`config.mk`:
```
export PLATFORM = sky130hd
export DESIGN_NAME = blink_led_gen
export DESIGN_NICKNAME = d
export VERILOG_FILES = /design/src/rtl/blink_led_pkg.sv /design/src/rtl/blink_prescale.sv /design/src/rtl/blink_pattern.sv /design/src/rtl/blink_regs.sv /design/src/rtl/blink_led_gen.sv
export SDC_FILE = /design/constraint.sdc
export NUM_CORES = 1
export LEC_CHECK = 0
export BUFFER_PORTS_ARGS = -buffer_cell sky130_fd_sc_hd__buf_2
export CORE_UTILIZATION = 35
export CTS_BUF_LIST = sky130_fd_sc_hd__clkbuf_8
export DETAILED_ROUTE_END_ITERATION = 8
export PLACE_DENSITY = 0.6
export RECOVER_POWER = 100
export SLEW_MARGIN = 20
export SYNTH_ARGS = -nofsm -noshare
export SYNTH_HDL_FRONTEND = slang
export SYNTH_SLANG_ARGS = --single-unit
```
`constraint.sdc`:
```
create_clock -name clk -period 4.2 [get_ports clk]
set_input_delay 0.63 -clock clk [delete_from_list [all_inputs] [get_ports clk]]
set_output_delay 0.63 -clock clk [all_outputs]
set_load 0.005 [all_outputs]
```
`src/rtl/blink_led_pkg.sv`:
```
`timescale 1ns/1ps
package blink_led_pkg;
  localparam int TB_W   = 4;
  localparam int DATA_W = 16;
  localparam int ADDR_W = 4;

  typedef enum logic [1:0] {
    SEL_CTRL = 2'd0,
    SEL_PER  = 2'd1,
    SEL_DUTY = 2'd2,
    SEL_STOP = 2'd3
  } reg_sel_e;

  typedef struct packed {
    logic            mask;
    logic            autostop;
    logic            en;
    logic [TB_W-1:0] tb;
  } ctrl_t;

  localparam int CTRL_W = $bits(ctrl_t);
endpackage

```
`src/rtl/blink_prescale.sv`:
```
`timescale 1ns/1ps
module blink_prescale
  import blink_led_pkg::*;
#(
  parameter int TB_MAX = 13
) (
  input  logic            clk,
  input  logic            rst_n,
  input  logic            run,
  input  logic            tick_i,
  input  logic [TB_W-1:0] tb,
  output logic            step_o
);
  localparam int CW = TB_MAX;

  logic [CW-1:0]   cnt_q, cnt_d;
  logic [TB_W-1:0] sel;
  logic [CW-1:0]   mask;

  always_comb begin
    sel    = (tb > TB_W'(TB_MAX)) ? TB_W'(TB_MAX) : tb;
    mask   = {CW{1'b1}} >> sel;
    step_o = run & tick_i & ((cnt_q & mask) == mask);
    if (!run)        cnt_d = '0;
    else if (tick_i) cnt_d = cnt_q + 1'b1;
    else             cnt_d = cnt_q;
  end

  always_ff @(posedge clk or negedge rst_n) begin
    if (!rst_n) cnt_q <= '0;
    else        cnt_q <= cnt_d;
  end
endmodule

```
`src/rtl/blink_pattern.sv`:
```
`timescale 1ns/1ps
module blink_pattern #(
  parameter int PER_W  = 12,
  parameter int STOP_W = 16
) (
  input  logic              clk,
  input  logic              rst_n,
  input  logic              run,
  input  logic              autostop,
  input  logic              step,
  input  logic [PER_W-1:0]  per_reg,
  input  logic [PER_W-1:0]  duty_reg,
  input  logic [STOP_W-1:0] stop_reg,
  output logic              led_o,
  output logic              stop_o
);
  logic [PER_W-1:0]  pcnt_q, pcnt_d;
  logic [PER_W-1:0]  act_per_q, act_per_d;
  logic [PER_W-1:0]  act_duty_q, act_duty_d;
  logic [STOP_W-1:0] done_q, done_d;
  logic [PER_W:0]    pnext;
  logic [STOP_W:0]   done_next;
  logic              wrap;

  always_comb begin
    pnext     = {1'b0, pcnt_q} + 1'b1;
    done_next = {1'b0, done_q} + 1'b1;
    wrap      = step & (pnext >= {1'b0, act_per_q});
    stop_o    = run & autostop & wrap & (done_next == {1'b0, stop_reg});
    led_o     = run & (pcnt_q < act_duty_q);

    pcnt_d     = pcnt_q;
    act_per_d  = act_per_q;
    act_duty_d = act_duty_q;
    done_d     = done_q;
    if (!run) begin
      pcnt_d     = '0;
      done_d     = '0;
      act_per_d  = per_reg;
      act_duty_d = duty_reg;
    end else if (wrap) begin
      pcnt_d     = '0;
      done_d     = done_next[STOP_W-1:0];
      act_per_d  = per_reg;
      act_duty_d = duty_reg;
    end else if (step) begin
      pcnt_d = pnext[PER_W-1:0];
    end
  end

  always_ff @(posedge clk or negedge rst_n) begin
    if (!rst_n) begin
      pcnt_q     <= '0;
      act_per_q  <= '0;
      act_duty_q <= '0;
      done_q     <= '0;
    end else begin
      pcnt_q     <= pcnt_d;
      act_per_q  <= act_per_d;
      act_duty_q <= act_duty_d;
      done_q     <= done_d;
    end
  end
endmodule

```
`src/rtl/blink_regs.sv`:
```
`timescale 1ns/1ps
module blink_regs
  import blink_led_pkg::*;
#(
  parameter int PER_W  = 12,
  parameter int STOP_W = 16
) (
  input  logic              clk,
  input  logic              rst_n,
  input  logic              wr_en,
  input  logic [ADDR_W-1:0] wr_addr,
  input  logic [DATA_W-1:0] wr_data,
  input  logic [ADDR_W-1:0] rd_addr,
  input  logic              stop_i,
  output ctrl_t             ctrl,
  output logic [PER_W-1:0]  per,
  output logic [PER_W-1:0]  duty,
  output logic [STOP_W-1:0] stop_val,
  output logic              flag,
  output logic              wr_ctrl,
  output logic [DATA_W-1:0] rd_data
);
  ctrl_t             ctrl_d;
  logic [PER_W-1:0]  per_d, duty_d;
  logic [STOP_W-1:0] stop_d;
  logic              flag_d;
  reg_sel_e          wsel, rsel;

  always_comb begin
    wsel    = reg_sel_e'(wr_addr[3:2]);
    rsel    = reg_sel_e'(rd_addr[3:2]);
    wr_ctrl = wr_en && (wsel == SEL_CTRL);

    ctrl_d = ctrl;
    if (wr_ctrl)     ctrl_d = ctrl_t'(wr_data[CTRL_W-1:0]);
    else if (stop_i) ctrl_d.en = 1'b0;

    per_d  = (wr_en && wsel == SEL_PER)  ? wr_data[PER_W-1:0]  : per;
    duty_d = (wr_en && wsel == SEL_DUTY) ? wr_data[PER_W-1:0]  : duty;
    stop_d = (wr_en && wsel == SEL_STOP) ? wr_data[STOP_W-1:0] : stop_val;

    if (wr_ctrl)     flag_d = 1'b0;
    else if (stop_i) flag_d = 1'b1;
    else             flag_d = flag;

    case (rsel)
      SEL_CTRL: rd_data = DATA_W'(ctrl);
      SEL_PER:  rd_data = DATA_W'(per);
      SEL_DUTY: rd_data = DATA_W'(duty);
      default:  rd_data = DATA_W'(stop_val);
    endcase
  end

  always_ff @(posedge clk or negedge rst_n) begin
    if (!rst_n) begin
      ctrl     <= '0;
      per      <= '0;
      duty     <= '0;
      stop_val <= '0;
      flag     <= 1'b0;
    end else begin
      ctrl     <= ctrl_d;
      per      <= per_d;
      duty     <= duty_d;
      stop_val <= stop_d;
      flag     <= flag_d;
    end
  end
endmodule

```
`src/rtl/blink_led_gen.sv`:
```
`timescale 1ns/1ps
module blink_led_gen
  import blink_led_pkg::*;
#(
  parameter int PER_W  = 12,
  parameter int STOP_W = 16,
  parameter int TB_MAX = 13
) (
  input  logic              clk,
  input  logic              rst_n,
  input  logic              tick_i,
  input  logic              wr_en,
  input  logic [ADDR_W-1:0] wr_addr,
  input  logic [DATA_W-1:0] wr_data,
  input  logic [ADDR_W-1:0] rd_addr,
  output logic [DATA_W-1:0] rd_data,
  output logic              led_o,
  output logic              irq_o
);
  ctrl_t             ctrl;
  logic [PER_W-1:0]  per, duty;
  logic [STOP_W-1:0] stop_val;
  logic              flag, wr_ctrl, stop_pulse, step;

  blink_regs #(.PER_W(PER_W), .STOP_W(STOP_W)) u_regs (
    .clk      (clk),
    .rst_n    (rst_n),
    .wr_en    (wr_en),
    .wr_addr  (wr_addr),
    .wr_data  (wr_data),
    .rd_addr  (rd_addr),
    .stop_i   (stop_pulse),
    .ctrl     (ctrl),
    .per      (per),
    .duty     (duty),
    .stop_val (stop_val),
    .flag     (flag),
    .wr_ctrl  (wr_ctrl),
    .rd_data  (rd_data)
  );

  blink_prescale #(.TB_MAX(TB_MAX)) u_pre (
    .clk    (clk),
    .rst_n  (rst_n),
    .run    (ctrl.en),
    .tick_i (tick_i),
    .tb     (ctrl.tb),
    .step_o (step)
  );

  blink_pattern #(.PER_W(PER_W), .STOP_W(STOP_W)) u_pat (
    .clk      (clk),
    .rst_n    (rst_n),
    .run      (ctrl.en),
    .autostop (ctrl.autostop),
    .step     (step),
    .per_reg  (per),
    .duty_reg (duty),
    .stop_reg (stop_val),
    .led_o    (led_o),
    .stop_o   (stop_pulse)
  );

  assign irq_o = flag & ~ctrl.mask;
endmodule

```
# [Word level (Yosys, flattened, before mapping)]
# Index checks and enable logic that the tools add are counted.
[op_classes] n_addsub=3 order_cmp=3 n_eq_ne=10 n_shift=1 muxes=17 bitwise=10 n_reduce_logical=7
[op_table] cell="$mux W12" n=7
[op_table] cell="$pmux W16 S3" n=1
[op_table] cell="$mux W16" n=2
[op_table] cell="$mux W13" n=2
[op_table] cell="$add A16 B1 Y17 const B" n=1
[op_table] cell="$eq A17 B16 Y1" n=1
[op_table] cell="$add A12 B1 Y13 const B" n=1
[op_table] cell="$add A13 B1 Y13 const B" n=1
[op_table] cell="$and A13 B13 Y13" n=1
[op_table] cell="$eq A13 B13 Y1" n=1
[op_table] cell="$ge A13 B12 Y1" n=1
[op_table] cell="$shr A13 B4 Y13 const A" n=1
[op_table] cell="$lt A12 B12 Y1" n=1
[op_table] cell="$and A1 B1 Y1" n=8
[op_table] cell="$eq A2 B2 Y1 const B" n=3
[op_table] cell="$eq A2 B1 Y1 const B" n=2
[op_table] cell="$gt A4 B4 Y1 const B" n=1
[op_table] cell="$logic_and A1 B1 Y1" n=4
[op_table] cell="$logic_not A2 Y1" n=2
[op_table] cell="$mux W1" n=4
[op_table] cell="$mux W4" n=1
[op_table] cell="$ne A3 B1 Y1 const B" n=1
[op_table] cell="$ne A2 B1 Y1 const B" n=1
[op_table] cell="$ne A2 B2 Y1 const B" n=1
[op_table] cell="2 further kinds" n=2
[word_totals] register_bits=113 inputBits=28 out_inout_bits=18

# [Depth between registers and ports, before layout]
# Gate-level depths: netlist of the first run.
[logic_depth] ltp_word=11 ltp_mapped=14

# [Cells and area by module]
# A second synthesis of the first run with hierarchy kept.
[hier_totals] cells_unflattened=610 hier_area_um2=6735.2
[by_module_without_submodules] mod="blink_pattern" instances=1 cells_each=393 area_each_um2=3739.8 seq_area_each_um2=1301.2
[by_module_without_submodules] mod="blink_regs" instances=1 cells_each=132 area_each_um2=2167.1 seq_area_each_um2=1201.2
[by_module_without_submodules] mod="blink_prescale" instances=1 cells_each=84 area_each_um2=814.5 seq_area_each_um2=325.3
[by_module_without_submodules] mod="blink_led_gen" instances=1 cells_each=1 area_each_um2=13.8 seq_area_each_um2=0.0

# [Least setup slack after synthesis of the first run]
# Ideal clock, no wire load.
[synth_path] path_kind="register to register" from="register u_pat.pcnt_q[2]" to="register u_pat.act_duty_q[0]" setup_ns=0.125 arrival_time_ns=2.883 setup_slack_ns=1.192 stages_incl_launch_ff=15 period_less_slack_ns=3.008 cell_sequence="dfrtp_1 -> clkbuf_1 -> nand3_1 -> nor2_1 -> nand4_1 -> nor2_1 -> xor2_1 -> ha_1 -> a21oi_1 -> o21ai_0 -> a21oi_2 -> a21o_4 -> nand2_8 -> buf_12 -> mux2_4"
[synth_via] elab_chain_cells=4
[synth_lines] element="start, declared" line_no="blink_pattern.sv:17" source="logic [PER_W-1:0] pcnt_q, pcnt_d;"
[synth_lines] element="start signal, assigned" line_no="blink_pattern.sv:58" source="pcnt_q <= pcnt_d;"
[synth_lines] element="$add A12 B1 Y13" line_no="blink_pattern.sv:26" source="pnext = {1'b0, pcnt_q} + 1'b1;"
[synth_lines] element="$ge A13 B12 Y1" line_no="blink_pattern.sv:28" source="wrap = step & (pnext >= {1'b0, act_per_q});"
[synth_lines] element="$and A1 B1 Y1" line_no="blink_pattern.sv:28"
[synth_lines] element="$ne A2 B1 Y1 (no line)"
[synth_lines] element="end signal, assigned" line_no="blink_pattern.sv:60" source="act_duty_q <= act_duty_d;"
[synth_lines] element="end, declared" line_no="blink_pattern.sv:19" source="logic [PER_W-1:0] act_duty_q, act_duty_d;"
# No other way between the ends.
# A chain may end at the register's enable or synchronous reset.

# [Worst setup path in the final report of the first run]
[layout_path] from="register u_pat.pcnt_q[2]" to="register u_pat.act_duty_q[9]"
# The elaborated chain is that of the path after synthesis.

==> out/qor.yml, run 1 <==
status:
  status: "finished, violations left"
  violations: "max-capacitance violations, max-slew violations"
placement:
  gp_congestion: 0.844
  place_area_um2: 6930
  dp_worst_setup_slack_ns: 0.742
  portBuffers: 41
  dp_hpwl_um: 10500
  dp.cells: 832
sta:
  period_needed_ns: 3.63
  worst_pin_slew_ns: 1.70
  hold_violations: 0
  timing.hold.ws_ns: 0.428
  slew_headroom_pct: -13.6
  finClkSkew_ns: 0.00811
  finalSetupViolCount: 0
  max_freq_mhz: 276
  fin_crit_sh_pct: 86.4
  timing.final.ws_setup_ns: 0.573
  drv_slew: 67
  fin_setup_tns_ns: 0
  rsz0062_at_grt: "no"
worst_setup_path:
  critPathTopFamily: "simple AND/OR/NAND/NOR gates"
  critPathKind: "reg2reg"
  critPathArrivalTime_ns: 3.94
  reg2reg_from: "u_pat.pcnt_q[2]"
  crit_top_cell: "nor2_1"
  startpoint: "u_pat.pcnt_q[2]"
  cpPeakStageDelay_ns: 0.51
  start_kind: "flip-flop"
  cp_num_buf_inv: 0
  end_kind: "flip-flop"
  worst_path_max_delay_cell: "dfrtp_1"
  worstPathMaxFanout: 25
  path_cells: "nand3_1, nor2_1, nand4_1, nor2_1, xor2_1, ha_1, a21oi_1, o21ai_0, a21oi_2, a21o_1, nand2_8, mux2_1"
  required_ns: 4.51
  r2r_slack_ns: 0.57
power:
  power_leakage_uw: 0.00320
  p_seq_share_pct: 47.2
  p_sw_uw: 870
  power.internal_uw: 2140
  vdd_drop_max_mv: 0.233
  clkPwrFrac_pct: 32.1
  p_sw_share_pct: 28.9
  p_per_area_nw_per_um2: 417
  pwr-share-comb_pct: 20.8
run:
  cap_violations: 1
logic_synthesis:
  synth_fp_nets: 643
  async_flop_share_pct: 100
  synth_cells: 588
  ys_warn_count: 0
  ys_seq_elements: 113
  synth_fa_ha_area_share_pct: 5.14
  synth-edff-count: 0
  synth_compound_area_share_pct: 8.59
  syn_area_um2: 6570
  synth_mux_area_share_pct: 18.3
  synth_cell_types: 58
  yosysSeqAreaShare_pct: 43.1
  synth_top_family_by_area: "multiplexers"
  synth_simple_gate_area_share_pct: 13.7
  syn_avg_cell_area_um2: 11.2
  ys.flop_type: "dfrtp_1"
  synth_xor_area_share_pct: 6.80
clock_network:
  root_buffer: "clkbuf_8"
  post_cts_buffers: 0
  clkLatencyLatePin_ns: 0.43
  cts-buffers-inserted: 17
  path_clk_slew_ns: 0.07
  cts_sinks: 113
  cts_resized: 0
  cts_buffer_depth: 2
  cts_tree: "built"
  cts_hold_buf: 0
  htreeDepth: 4
drt:
  drt_first_pass_iters: 7
  num_vias: 4505
  routed-wl-met3_um: 727
  wl_met2_um: 6260
  drcViolationCount: 0
  wl_um: 14500
  vias_per_cell: 5.23
  maxUsedRoutingLayer: "met4"
  met1_length_um: 7350
  drt-initial-drc-count: 284
  ant_nets: 0
  routedWlPerCell_um: 16.8
global_routing:
  grt_pass1_vias: 4636
  grt_start_max_net_pins: 67
  grt_pass1_wl_um: 24500
  grt_overflow: 0
  antenna_found_initial: 0
  track_usage_pct: 16.2
floorplan:
  dieArea_um2: 19300
  dieWidth_um: 139
  initial_core_util_pct: 36.2
  fp-row-count: 49
  die_h_um: 139
  io_pins: 46
  coreArea_um2: 18100
finish:
  final_cell_area_um2: 7210
  layout-drive-gt1-share_pct: 21.6
  fillers: 1774
  syn_to_final_growth_pct: 9.79
  reg_top3: "u_pat.done_q: 16 flops, u_regs.stop_val: 16 flops, u_pre.cnt_q: 13 flops"
  layoutNonFillerInstCount: 862
  diodes: 0
  num-nets-final: 677
min_path:
  hp-class: "in2reg"
  hp-start: "wr_data[15]"
[per-stage QoR]
stage / power [uW] / util [%]
after floorplan: 1900 / -
after global placement: 2080 / 38.2
final: 3010 / 39.7
after detailed placement: 2100 / 38.2
after CTS: 3080 / 40.2
after global routing: 3180 / 39.7
[worst paths after layout]
kind,end,cells past startpoint
max in group asynchronous,u_regs.stop_val[7],2
setup reg to reg,u_pat.act_duty_q[9],12
min in group asynchronous,u_pre.cnt_q[2],1
setup / recovery,u_pat.act_duty_q[9],12
hold / removal,u_regs.stop_val[15],2
hold reg to reg,u_pat.act_per_q[7],1
[cells in the final DEF (no fill, tap or decap), types with 9 or more instances in the layout]
| cell type | count |
|---|---|
| a21oi_1 | 17 |
| and2_0 | 12 |
| and3_1 | 9 |
| buf_2 | 28 |
| clkbuf_1 | 14 |
| clkbuf_8 | 19 |
| dfrtp_1 | 113 |
| ha_1 | 27 |
| inv_1 | 34 |
| mux2_1 | 9 |
| mux2_2 | 55 |
| mux2_4 | 10 |
| mux2i_1 | 14 |
| nand2_1 | 40 |
| nand3_1 | 21 |
| nand4_1 | 20 |
| nor2_1 | 17 |
| nor2b_1 | 14 |
| o21ai_0 | 14 |
| xnor2_1 | 37 |
| xor2_1 | 14 |
[cells in the mapped netlist, types with 2 or more instances]
cell type,n,area [um2]
inv_1,30,113
nand2_1,40,150
mux2_2,55,619
nor3_1,4,20.0
buf_1,2,7.51
nand3b_1,3,22.5
mux2i_1,14,140
and2_1,16,100
o21a_1,3,22.5
buf_4,3,22.5
and3_1,9,56.3
o21ai_0,14,70.1
dfrtp_1,113,2830
a2111oi_0,2,17.5
nand4_1,20,125
mux4_2,7,158
nor2b_1,14,87.6
nand2b_1,8,50.1
or2_1,2,12.5
a22o_1,5,43.8
nor2_1,17,63.8
xor2_1,14,123
xnor2_1,37,324
a21oi_1,17,85.1
o211ai_1,2,15.0
clkbuf_1,18,67.6
buf_2,5,25.0
buf_12,2,40.0
a21oi_2,2,17.5
a211oi_1,5,37.5
mux2_4,19,285
ha_1,27,338
a21o_1,2,15.0
a22oi_1,8,60.1
nand3_1,21,105
nor3b_1,3,22.5
nor4_1,2,12.5
and4_1,3,26.3
[kinds of logic (layout without fill, tap and decap cells)]
kind of cell | Yosys count | in the layout
DFF | 113 | 113
and+or+nand+nor | 166 | 166
muxes | 95 | 95
xor gates and xnor gates | 51 | 51
AOI/OAI and AO/OA | 75 | 75
buffers and inverters | 61 | 106
adders and majority gates | 27 | 27
[metal layers]
layer  vias to the layer above  track usage (%)
met2                       107             23.7
met5                         -                0
met1                      2231             23.1
met4                         0             5.26
li1                       2156                -
met3                        11             4.35
[power groups by stage]
stage          Combinational (uW)  Clock [uW]  Sequential [uW]
2_1_floorplan                 534           0             1370
3_3_place_gp                  642           0             1440
3_5_place_dp                  661           0             1440
4_1_cts                       666         995             1420
5_1_grt                       696        1040             1450
6_report                      624         964             1420
[area by class of cell]
type | count | area, um2 | share of cell area, %
Clock inverter | 11 | 100 | 1.39
Tap cell | 229 | 287 | 3.97
Inverter | 30 | 113 | 1.56
Clock buffer | 19 | 262 | 3.63
Sequential cell | 113 | 2830 | 39.2
Multi-Input combinational cell | 414 | 3410 | 47.2
Timing Repair Buffer | 46 | 216 | 3.00
Note: power is estimated with default switching activity, not from simulation.
==> run 2: changes to the inputs <==
Settings changed: CORE_UTILIZATION 35 to 63, PLACE_DENSITY 0.6 to 0.92.
==> run 2 against run 1 <==
The flow still finishes with violations (max-capacitance violations, max-slew violations). Register-to-register slack got worse by 0.14 ns. Sequential share of layout area is 0.93 points higher. Utilization up 31 points. Clock skew rose by 0.0033 ns. Setup slack got worse by 0.14 ns. Combinational power fell by 0.6%. Highest routed layer unchanged.
==> out/qor.yml, run 2 (synthesized netlist as in run 1, its figures left out) <==
worst_setup_path:
  path_cells: "nand3_1, nor2_1, nand4_1, nor2_1, xor2_1, ha_1, nand3_1, a211o_1, a21oi_1, nand4_1, mux2i_1"
  cp_num_buf_inv: 0  # unchanged
  required_ns: 4.52  # about the same
  critPathKind: "reg2reg"
  worstPathMaxFanout: 11  # -56%
  end_kind: "flip-flop"
  critPathTopFamily: "simple AND/OR/NAND/NOR gates"
  cpPeakStageDelay_ns: 0.81  # +0.30 ns
  start_kind: "flip-flop"
  critPathArrivalTime_ns: 4.09  # +0.15 ns
  worst_path_max_delay_cell: "a21oi_1"
floorplan:
  coreArea_um2: 9950  # -45%
  fp-row-count: 36  # -27%
  initial_core_util_pct: 66.0  # +30 points
  die_h_um: 104  # -25%
  dieArea_um2: 10800  # -44%
  dieWidth_um: 104  # -25%
  io_pins: 46  # unchanged
power:
  p_sw_uw: 869  # -0.14%
  p_seq_share_pct: 47.7  # +0.5 points
  vdd_drop_max_mv: 0.404  # +74%
  power_leakage_uw: 0.00316  # -1.3%
  p_sw_share_pct: 29.4  # +0.48 points
  clkPwrFrac_pct: 31.3  # -0.8 points
  power.internal_uw: 2090  # -2.4%
  p_per_area_nw_per_um2: 419  # +0.57%
  pwr-share-comb_pct: 21.0  # +0.2 points
sta:
  fin_setup_tns_ns: 0  # unchanged
  hold_violations: 0  # unchanged
  period_needed_ns: 3.77  # +0.142 ns
  max_freq_mhz: 265  # -3.8%
  finClkSkew_ns: 0.0114  # +0.00333 ns
  slew_headroom_pct: -38.5  # -25 points
  worst_pin_slew_ns: 2.08  # +0.374 ns
  drv_slew: 39  # -42%
  finalSetupViolCount: 0  # unchanged
  rsz0062_at_grt: "no"
  fin_crit_sh_pct: 89.7  # +3.4 points
  timing.hold.ws_ns: 0.430  # +0.00224 ns
finish:
  diodes: 0  # unchanged
  syn_to_final_growth_pct: 7.24
  num-nets-final: 677  # unchanged
  layout-drive-gt1-share_pct: 19.9  # -1.8 points
  final_cell_mix: "dfrtp_1, mux2_2, nand2_1"
  layout_commonest_cell: "dfrtp_1"
  reg_top3: "u_pat.done_q: 16 flops, u_regs.stop_val: 16 flops, u_pre.cnt_q: 13 flops"
drt:
  num_vias: 4712  # +4.6%
  drt_first_pass_iters: 5  # -2
  drt-initial-drc-count: 380  # +34%
  wl_um: 14400  # -0.59%
  vias_per_cell: 6.14  # +18%
  routedWlPerCell_um: 18.8  # +12%
  routed-wl-met3_um: 864  # +19%
  drcViolationCount: 0  # unchanged
  maxUsedRoutingLayer: "met4"
  wl_met2_um: 7090  # +13%
  met1_length_um: 6150  # -16%
  ant_nets: 0  # unchanged
placement:
  portBuffers: 41  # unchanged
  gp_congestion: 0.927  # +9.8%
  dp_hpwl_um: 10000  # -4.1%
clock_network:
  cts_sinks: 113  # unchanged
  root_buffer: "clkbuf_8"
  post_cts_buffers: 0  # unchanged
  cts_hold_buf: 0  # unchanged
  path_clk_slew_ns: 0.07  # about the same
  cts-buffers-inserted: 17  # unchanged
  cts_tree: "built"
  htreeDepth: 4  # unchanged
  clkLatencyLatePin_ns: 0.44  # about the same
  cts_buffer_depth: 2  # unchanged
  cts_resized: 0  # unchanged
status:
  violations: "max-capacitance violations, max-slew violations"
  status: "finished, violations left"
global_routing:
  grt_pass1_vias: 4855  # +4.7%
  grt_start_max_net_pins: 44  # -34%
  antenna_found_initial: 0  # unchanged
  track_usage_pct: 29.2  # +13 points
  grt_pass1_wl_um: 24400  # -0.76%
  grt_overflow: 0  # unchanged
run:
  cap_violations: 1  # unchanged
min_path:
  hp-class: "in2reg"
==> run 2: changes by cell type in the layout (fill, tap and decap cells not counted), sizes merged <==
cell,before,now
buf,31,28
bufinv,2,1
clkbuf,34,39
==> run 2: area by class of cell <==
cell class | count | area (um2)
fill | 710 | 2910
clock inverter | 10 | 70.1
sequential | 113 | 2830
timing repair buffer | 46 | 213
tap | 133 | 166
multi-input combinational | 414 | 3360
inverter | 30 | 113
clock buffer | 21 | 289
==> run 2: stage by stage <==
step,total power [uW],cells,area [um2],utilization (%),setup slack [ns]
floorplan,1900,588,6570,-,1.19
global placement,2050,736,6810,68.4,0.828
detailed placement,2100,736,6810,68.4,0.705
CTS,3040,767,7160,72.0,0.595
global route,3120,767,7040,70.8,0.171
finish,2950,767,7040,70.8,0.432
==> run 2: final timing paths <==
kind	from	end	slack, ns	cells after the start
setup reg to reg	u_pat.pcnt_q[2]	u_pat.done_q[6]	0.43	11
hold reg to reg	u_pat.act_duty_q[3]	u_pat.act_duty_q[3]	0.50	1
setup / recovery	u_pat.pcnt_q[2]	u_pat.done_q[6]	0.43	11
hold / removal	wr_data[15]	u_regs.stop_val[15]	0.43	2
max in group asynchronous	rst_n	u_regs.stop_val[8]	1.46	2
min in group asynchronous	rst_n	u_pre.cnt_q[7]	0.79	1
==> run 2: per-layer routing <==
layer	up-vias	global-route usage, %
li1	2152	-
met1	2337	37.2
met2	193	47.4
met3	30	8.27
met4	0	11.2
met5	-	0
==> run 2: worst reg2reg max path, cell delays in order (launching register included) <==
cell and delay (ns):
dfrtp_1 0.51, nand3_1 0.27, nor2_1 0.25, nand4_1 0.24, nor2_1 0.22, xor2_1 0.11, ha_1 0.33, nand3_1 0.14
a211o_1 0.40, a21oi_1 0.81, nand4_1 0.20, mux2i_1 0.17
==> run 2: power groups by stage <==
stage	clock network, uW	registers (uW)	logic [uW]
3_3_place_gp	0	1420	630
3_5_place_dp	0	1430	674
2_1_floorplan	0	1370	534
5_1_grt	1000	1430	683
4_1_cts	940	1410	687
6_report	924	1410	620
